--- src/rtl/psw_trap_unit.sv ---
module psw_trap_unit #(
  parameter int W = 16
) (
  input  logic         clk,
  input  logic         rst_n,
  input  logic [3:0]   cc_upd,
  input  logic [3:0]   cc_val,
  input  logic         ev_intovf,
  input  logic         ev_divzero,
  input  logic         ev_fltovf,
  input  logic         ev_fltund,
  input  logic         ev_decovf,
  input  logic         eoi,
  input  logic         wr_en,
  input  logic [W-1:0] wr_data,
  output logic [W-1:0] psw,
  output logic         trap_req,
  output logic [2:0]   trap_cause
);
  localparam int LOW = 8;
  localparam logic [2:0] C_NONE = 3'd0, C_IOV = 3'd1, C_DIV = 3'd2,
                         C_FOV = 3'd3, C_FUN = 3'd4, C_DOV = 3'd5,
                         C_TRC = 3'd6;

  logic [LOW-1:0] word;
  logic [3:0]     cc_next;
  logic [2:0]     cause_d;

  wire en_iv = word[5];
  wire en_fu = word[6];
  wire en_dv = word[7];
  wire trace = word[4];

  assign psw = {{(W-LOW){1'b0}}, word};

  for (genvar i = 0; i < 4; i++) begin : g_cc
    assign cc_next[i] = cc_upd[i] ? cc_val[i] : word[i];
  end

  always_comb begin
    if (ev_divzero)               cause_d = C_DIV;
    else if (ev_fltovf)           cause_d = C_FOV;
    else if (ev_fltund && en_fu)  cause_d = C_FUN;
    else if (ev_intovf && en_iv)  cause_d = C_IOV;
    else if (ev_decovf && en_dv)  cause_d = C_DOV;
    else if (trace)               cause_d = C_TRC;
    else                          cause_d = C_NONE;
  end

  always_ff @(posedge clk) begin
    if (!rst_n) begin
      word       <= '0;
      trap_req   <= 1'b0;
      trap_cause <= C_NONE;
    end else begin
      if (wr_en) word <= wr_data[LOW-1:0];
      else       word <= {word[LOW-1:4], cc_next};
      trap_req   <= eoi && (cause_d != C_NONE);
      trap_cause <= eoi ? cause_d : C_NONE;
    end
  end

  a_r9_write_loads: assert property (@(posedge clk) disable iff (!rst_n)
    wr_en |=> psw[7:0] == $past(wr_data[7:0]));
  a_r3_carry_held: assert property (@(posedge clk) disable iff (!rst_n)
    (!wr_en && !cc_upd[0]) |=> psw[0] == $past(psw[0]));
  a_r5_divzero_traps: assert property (@(posedge clk) disable iff (!rst_n)
    (eoi && ev_divzero) |=> (trap_req && trap_cause == C_DIV));
  a_r6_trace_traps: assert property (@(posedge clk) disable iff (!rst_n)
    (eoi && psw[4]) |=> trap_req);
  a_r8_idle_quiet: assert property (@(posedge clk) disable iff (!rst_n)
    !eoi |=> (!trap_req && trap_cause == C_NONE));
  a_r4_iv_masked: assert property (@(posedge clk) disable iff (!rst_n)
    (eoi && ev_intovf && !psw[5] && !psw[4] && !ev_divzero && !ev_fltovf
     && !ev_fltund && !ev_decovf) |=> !trap_req);
  a_r7_req_has_cause: assert property (@(posedge clk) disable iff (!rst_n)
    trap_req == (trap_cause != C_NONE));
endmodule

--- config.mk ---
export PLATFORM = sky130hd
export DESIGN_NAME = psw_trap_unit
export DESIGN_NICKNAME = d
export VERILOG_FILES = /design/src/rtl/psw_trap_unit.sv
export SDC_FILE = /design/constraint.sdc
export NUM_CORES = 1
export LEC_CHECK = 0
export BUFFER_PORTS_ARGS = -buffer_cell sky130_fd_sc_hd__buf_2
export CORE_MARGIN = 3
export CORE_UTILIZATION = 38
export DETAILED_ROUTE_END_ITERATION = 16
export GPL_TIMING_DRIVEN = 0
export PLACE_DENSITY = 0.9
export SLEW_MARGIN = 15
export SYNTH_ARGS = -nofsm -noshare
export SYNTH_HDL_FRONTEND = slang
export SYNTH_SLANG_ARGS = --single-unit
--- constraint.sdc ---
create_clock -name clk -period 1.9 [get_ports clk]
set_clock_uncertainty 0.15 [all_clocks]
set_input_delay 0.38 -clock clk [delete_from_list [all_inputs] [get_ports clk]]
set_output_delay 0.38 -clock clk [all_outputs]
set_load 0.03 [all_outputs]
==> results.sh, run 1 <==
export IMPL_synthCells=62
export IMPL_drc_errors=0
export IMPL_cts_max_path_buffers=2
export IMPL_pre_cts_ws_ps=503
export IMPL_place_congestion=0.765
export IMPL_cts_root_buf="clkbuf_4"
export IMPL_fmax_ghz=0.712
export IMPL_p_total_mw=0.575
export IMPL_hold_end="trap_cause[0]$_SDFF_PN0_"
export IMPL_hold_buffers=0
export IMPL_fill_cells=122
export IMPL_vias=552
export IMPL_reg2reg_to="trap_req$_SDFF_PN0_"
export IMPL_synth_fa_ha_area_share_pct=0
export IMPL_drive_gt1_share_pct=48.1
export IMPL_cts_sinks=12
export IMPL_drt_pass1_iter_count=2
export IMPL_drtIter0Drc=2
export IMPL_wire_per_inst_um=10.3
export IMPL_hp_start="ev_fltovf"
export IMPL_rsz0062_at_grt="false"
export IMPL_synth_compound_area_share_pct=13.9
export IMPL_start_util_pct=42.8
export IMPL_fin_util_pct=60.9
export IMPL_grt_max_degree=11
export IMPL_fp_dieW_um=45.2
export IMPL_status="completed"
export IMPL_numCtsBuffers=3
export IMPL_netlist_cell_type_count=19
export IMPL_hold_path_class="in2reg"
export IMPL_antenna_found_initial=0
export IMPL_cts_resized=0
export IMPL_clk_latency_ps=270
export IMPL_ant_nets=0
export IMPL_worstSetupPathType="reg2out"
export IMPL_cp_depth=1
export IMPL_cts_htree_levels=1
export IMPL_cp_num_buf_inv=1
export IMPL_reg2reg_from="word[7]$_SDFFE_PN0P_"
export IMPL_hold_ws_ps=220
export IMPL_synth_area_per_cell_um2=9.42
export IMPL_hold_path_depth=2
export IMPL_dieArea_um2=2040
export IMPL_finalWorstSetupSlack_ps=496
export IMPL_fin_crit_ps=1400
export IMPL_area_growth_pct=42.4
export IMPL_dp_cells=120
export IMPL_max_stage_delay_ps=390
export IMPL_nets=143
export IMPL_track_usage_pct=13.7
export IMPL_multi_input_area_um2=303
export IMPL_critPathMaxFanout=4
export IMPL_hold_violations=0
export IMPL_start_kind="flop"
export IMPL_grt_ovfl_total=0
export IMPL_reg2reg_depth=3
export IMPL_synth_top_family_by_area="simple AND/OR/NAND/NOR gates"
export IMPL_seq_area_frac_synth_pct=41.1
export IMPL_leakage_nw=0.452
export IMPL_synth_top_area_share_pct=41.1
export IMPL_ff2ff_setup_slack_ps=660
export IMPL_wirelength_um=1270
export IMPL_antenna_cells=0
export IMPL_cp_required_ps=1370
export IMPL_post_cts_setup_buffers=0
export IMPL_layout_cells_non_filler=123
export IMPL_grt_pass1_wl_um=2010
export IMPL_cts_tree="yes"
export IMPL_maxCapViolations=0
export IMPL_worstPathCellList="buf_2"
export IMPL_vias_per_cell=4.49
export IMPL_yosys_mux_area_fraction_pct=13.7
export IMPL_setup_viol=0
export IMPL_ioPinCount=53
export IMPL_synth_seq_cells=12
export IMPL_period_share_pct=73.9
export IMPL_powerDensity_nw_per_um2=691
export IMPL_coreArea_um2=1370
export IMPL_synth_warnings=0
export IMPL_first_global_vias=507
export IMPL_endpoint_kind="output pin"
export IMPL_yosys_area_share_simple_pct=19.1
export IMPL_drv_slew=0
export IMPL_arrival_ps=870
export IMPL_synthXorXnorAreaFrac_pct=0
export IMPL_path_clk_slew_ps=70
export IMPL_rows=13
export IMPL_seq_area_um2=240
export IMPL_synth_area_leader_cell="dfxtp_1"
export IMPL_place_hpwl_um=1060
export IMPL_die_h_um=45.2
export IMPL_vdd_drop_max_mv=0.425
export IMPL_slowest_stage="dfxtp_1"
export IMPL_placedInstanceArea_um2=810
export IMPL_final_setup_tns_ps=0
export IMPL_syn_area_um2=584
export IMPL_port_buffers=36
export IMPL_synth_area_top_cells="dfxtp_1 41%, mux2i_1 14%, buf_4 12%"
export IMPL_crit_family="flip-flops"
export IMPL_post_route_cell_area_um2=832
[final cells by class]
cell class,instances,share of cell area (%)
clock buffers,3,2.71
well taps,15,2.26
flip-flops and latches,12,28.9
plain buffers,9,8.12
multi-input cells,48,36.4
repair buffers,36,21.7
[placed cells by master (no fill, tap or decap), types with 3 or more instances in the layout]
master    synthesis  final
and2_1            4      4
buf_2             0     36
buf_4             9      9
clkbuf_4          0      3
conb_1            1      8
dfxtp_1          12     12
mux2i_1           8      8
nand2_1           5      5
nor2_1            4      4
nor2b_1           5      5
o21ai_1           3      3
[kinds of logic (layout without fill, tap and decap cells)]
group                  count (synthesis)  after routing
DFF                                   12             12
other                                  1              8
buffers and inverters                  9             48
AOI/OAI and AO/OA                     11             11
and+or+nand+nor                       21             21
muxes                                  8              8
[layer usage]
layer | up-vias | GRT usage (%) | share of wire, % | wire [um]
met5 | - | 0 | 0 | 0
met1 | 229 | 12.9 | 37 | 468
li1 | 289 | - | - | -
met4 | 0 | 5.26 | 1.1 | 14
met3 | 2 | 5.18 | 12 | 154
met2 | 32 | 26.0 | 50 | 634
[sequential cells by signal (all words and copies together), names as in the netlist]
name        flops
word            8
trap_cause      3
trap_req        1
[Yosys cell counts]
cell / count
buf_4: 9
o221ai_1: 1
conb_1: 1
and2_4: 1
o21a_1: 1
a21oi_1: 1
a311oi_2: 1
o21ai_0: 1
nand2_1: 5
dfxtp_1: 12
mux2i_1: 8
o2111ai_1: 1
o21ai_1: 3
nor2_1: 4
a211o_1: 1
a22oi_1: 1
nor2b_1: 5
nand2_2: 2
and2_1: 4
[worst max path at each step]
stage	end	slack, ps	start
3_3_place_gp	trap_req$_SDFF_PN0_	560	ev_decovf
2_1_floorplan	trap_req$_SDFF_PN0_	530	word[7]$_SDFFE_PN0P_
4_1_cts	psw[4]	490	word[4]$_SDFFE_PN0P_
3_5_place_dp	trap_req$_SDFF_PN0_	500	ev_decovf
6_report	psw[4]	500	word[4]$_SDFFE_PN0P_
5_1_grt	psw[4]	440	word[4]$_SDFFE_PN0P_
[power breakdown]
group          leakage (nW)  switching, mW  internal (mW)  total [mW]
clock                0.0138         0.0759         0.0733       0.149
combinational         0.339         0.0893         0.0626       0.152
sequential           0.0990        0.00792          0.266       0.274
Power figures use the tool's default switching activity.
==> inputs of run 2 (changes only) <==
- CORE_UTILIZATION: 38 -> 35
- PLACE_DENSITY: 0.9 -> 0.84
- clock period: 1.9 -> 1.3 ns (I/O delays scaled with it)
==> run 2 against run 1 <==
Against the previous run: sequential share of layout area increased by 0.19 points; global-route usage decreased by 2.1 points; wire length rose by 0.31%; clock power increased by 44%; first-iteration DRC count unchanged; cell area grew 0.90%; combinational power up 47%; die area is 7.4% higher; sequential power increased by 47%; critical endpoint unchanged; largest cell class unchanged.
==> results.sh, run 2 (synthesized netlist as in run 1, its figures left out) <==
export IMPL_status="completed"
export IMPL_fmax_ghz=0.798
export IMPL_endpoint_kind="output pin"
export IMPL_place_congestion=0.727
export IMPL_grt_max_degree=11
export IMPL_dp_cells=121
export IMPL_die_h_um=46.9
export IMPL_arrival_ps=840
export IMPL_coreArea_um2=1540
export IMPL_clk_latency_ps=260
export IMPL_vdd_drop_max_mv=0.556
export IMPL_drc_errors=0
export IMPL_vias=541
export IMPL_cts_root_buf="clkbuf_4"
export IMPL_reg2reg_to="trap_req$_SDFF_PN0_"
export IMPL_vias_per_cell=4.36
export IMPL_drtIter0Drc=2
export IMPL_grt_pass1_wl_um=1790
export IMPL_worstSetupPathType="reg2out"
export IMPL_cts_htree_levels=1
export IMPL_hold_buffers=0
export IMPL_fp_dieW_um=46.9
export IMPL_antenna_found_initial=0
export IMPL_crit_start="word[4]$_SDFFE_PN0P_"
export IMPL_setup_viol=0
export IMPL_fin_crit_ps=1250
export IMPL_cts_tree="yes"
export IMPL_reg_top3="word (8), trap_cause (3), trap_req (1)"
export IMPL_pre_cts_ws_ps=37.0
export IMPL_hold_violations=0
export IMPL_max_stage_delay_ps=390
export IMPL_cts_max_path_buffers=2
export IMPL_regMostFlops="word"
export IMPL_ioPinCount=53
export IMPL_placedInstanceArea_um2=815
export IMPL_leakage_nw=0.453
export IMPL_port_buffers=36
export IMPL_maxCapViolations=0
export IMPL_post_cts_setup_buffers=0
export IMPL_first_global_vias=481
export IMPL_rsz0062_at_grt="false"
export IMPL_final_setup_tns_ps=0
export IMPL_drive_gt1_share_pct=50.9
export IMPL_rows=14
export IMPL_cp_required_ps=890
export IMPL_ant_nets=0
export IMPL_wire_per_inst_um=10.3
export IMPL_layout_commonest_cell="buf_2"
export IMPL_powerDensity_nw_per_um2=1000
export IMPL_numCtsBuffers=3
export IMPL_dieArea_um2=2200
export IMPL_area_growth_pct=43.7
export IMPL_finalWorstSetupSlack_ps=46.9
export IMPL_reg2reg_from="word[7]$_SDFFE_PN0P_"
export IMPL_hold_ws_ps=94.3
export IMPL_drt_pass1_iter_count=4
export IMPL_cts_resized=1
export IMPL_track_usage_pct=11.5
export IMPL_worstSetupEndpoint="psw[4]"
export IMPL_cts_sinks=12
export IMPL_post_route_cell_area_um2=840
export IMPL_layout_cells_most_common_list="35 x buf_2, 10 x buf_4, 9 x dfxtp_1"
export IMPL_cp_depth=1
export IMPL_slowest_stage="dfxtp_1"
export IMPL_path_clk_slew_ps=70
export IMPL_drv_slew=0
export IMPL_ff2ff_setup_slack_ps=80
export IMPL_largest_reg_flops=8
export IMPL_nets=143
export IMPL_period_share_pct=96.4
export IMPL_start_kind="flop"
export IMPL_hold_path_class="in2reg"
export IMPL_grt_ovfl_total=0
export IMPL_antenna_cells=0
export IMPL_start_util_pct=37.9
export IMPL_reg2reg_depth=3
export IMPL_cp_num_buf_inv=1
export IMPL_layout_cells_non_filler=124
export IMPL_worstPathCellList="buf_4"
export IMPL_critPathMaxFanout=4
export IMPL_crit_family="flip-flops"
export IMPL_wirelength_um=1280
-- run 2: final cells by class --
type                    instances  area, um2
well taps                      16       20.0
repair buffers                 36        183
flip-flops and latches         12        244
clock buffers                   3       22.5
plain buffers                   9       67.6
fillers                       164        702
multi-input cells              48        303
-- run 2: per-stage QoR --
step,total power [mW],util (%)
after floorplan,0.558,-
after global placement,0.627,52.8
after detailed placement,0.632,52.8
after CTS,0.852,54.5
after global routing,0.885,54.5
final,0.839,54.5
-- run 2: worst min-delay path by stage --
stage	from	endpoint	depth (start not counted)
5_1_grt	ev_fltovf	trap_cause[0]$_SDFF_PN0_	2
6_report	ev_fltovf	trap_cause[0]$_SDFF_PN0_	2
3_3_place_gp	word[5]$_SDFFE_PN0P_	word[5]$_SDFFE_PN0P_	2
2_1_floorplan	ev_fltovf	trap_cause[1]$_SDFF_PN0_	2
3_5_place_dp	ev_fltovf	trap_cause[0]$_SDFF_PN0_	2
4_1_cts	ev_fltovf	trap_cause[0]$_SDFF_PN0_	2
-- run 2: where the power goes --
| part | leakage, nW | total, mW | switching [mW] | internal (mW) |
|---|---|---|---|---|
| registers | 0.100 | 0.402 | 0.0119 | 0.390 |
| clock network | 0.0138 | 0.215 | 0.108 | 0.107 |
| logic | 0.339 | 0.223 | 0.130 | 0.0925 |
-- run 2: routing by layer --
metal  global-route usage, %  part of all wire, %
met3                    2.68                   12
met2                    19.2                   47
met1                    13.4                   40
met5                       0                    0
met4                    6.63                 0.63
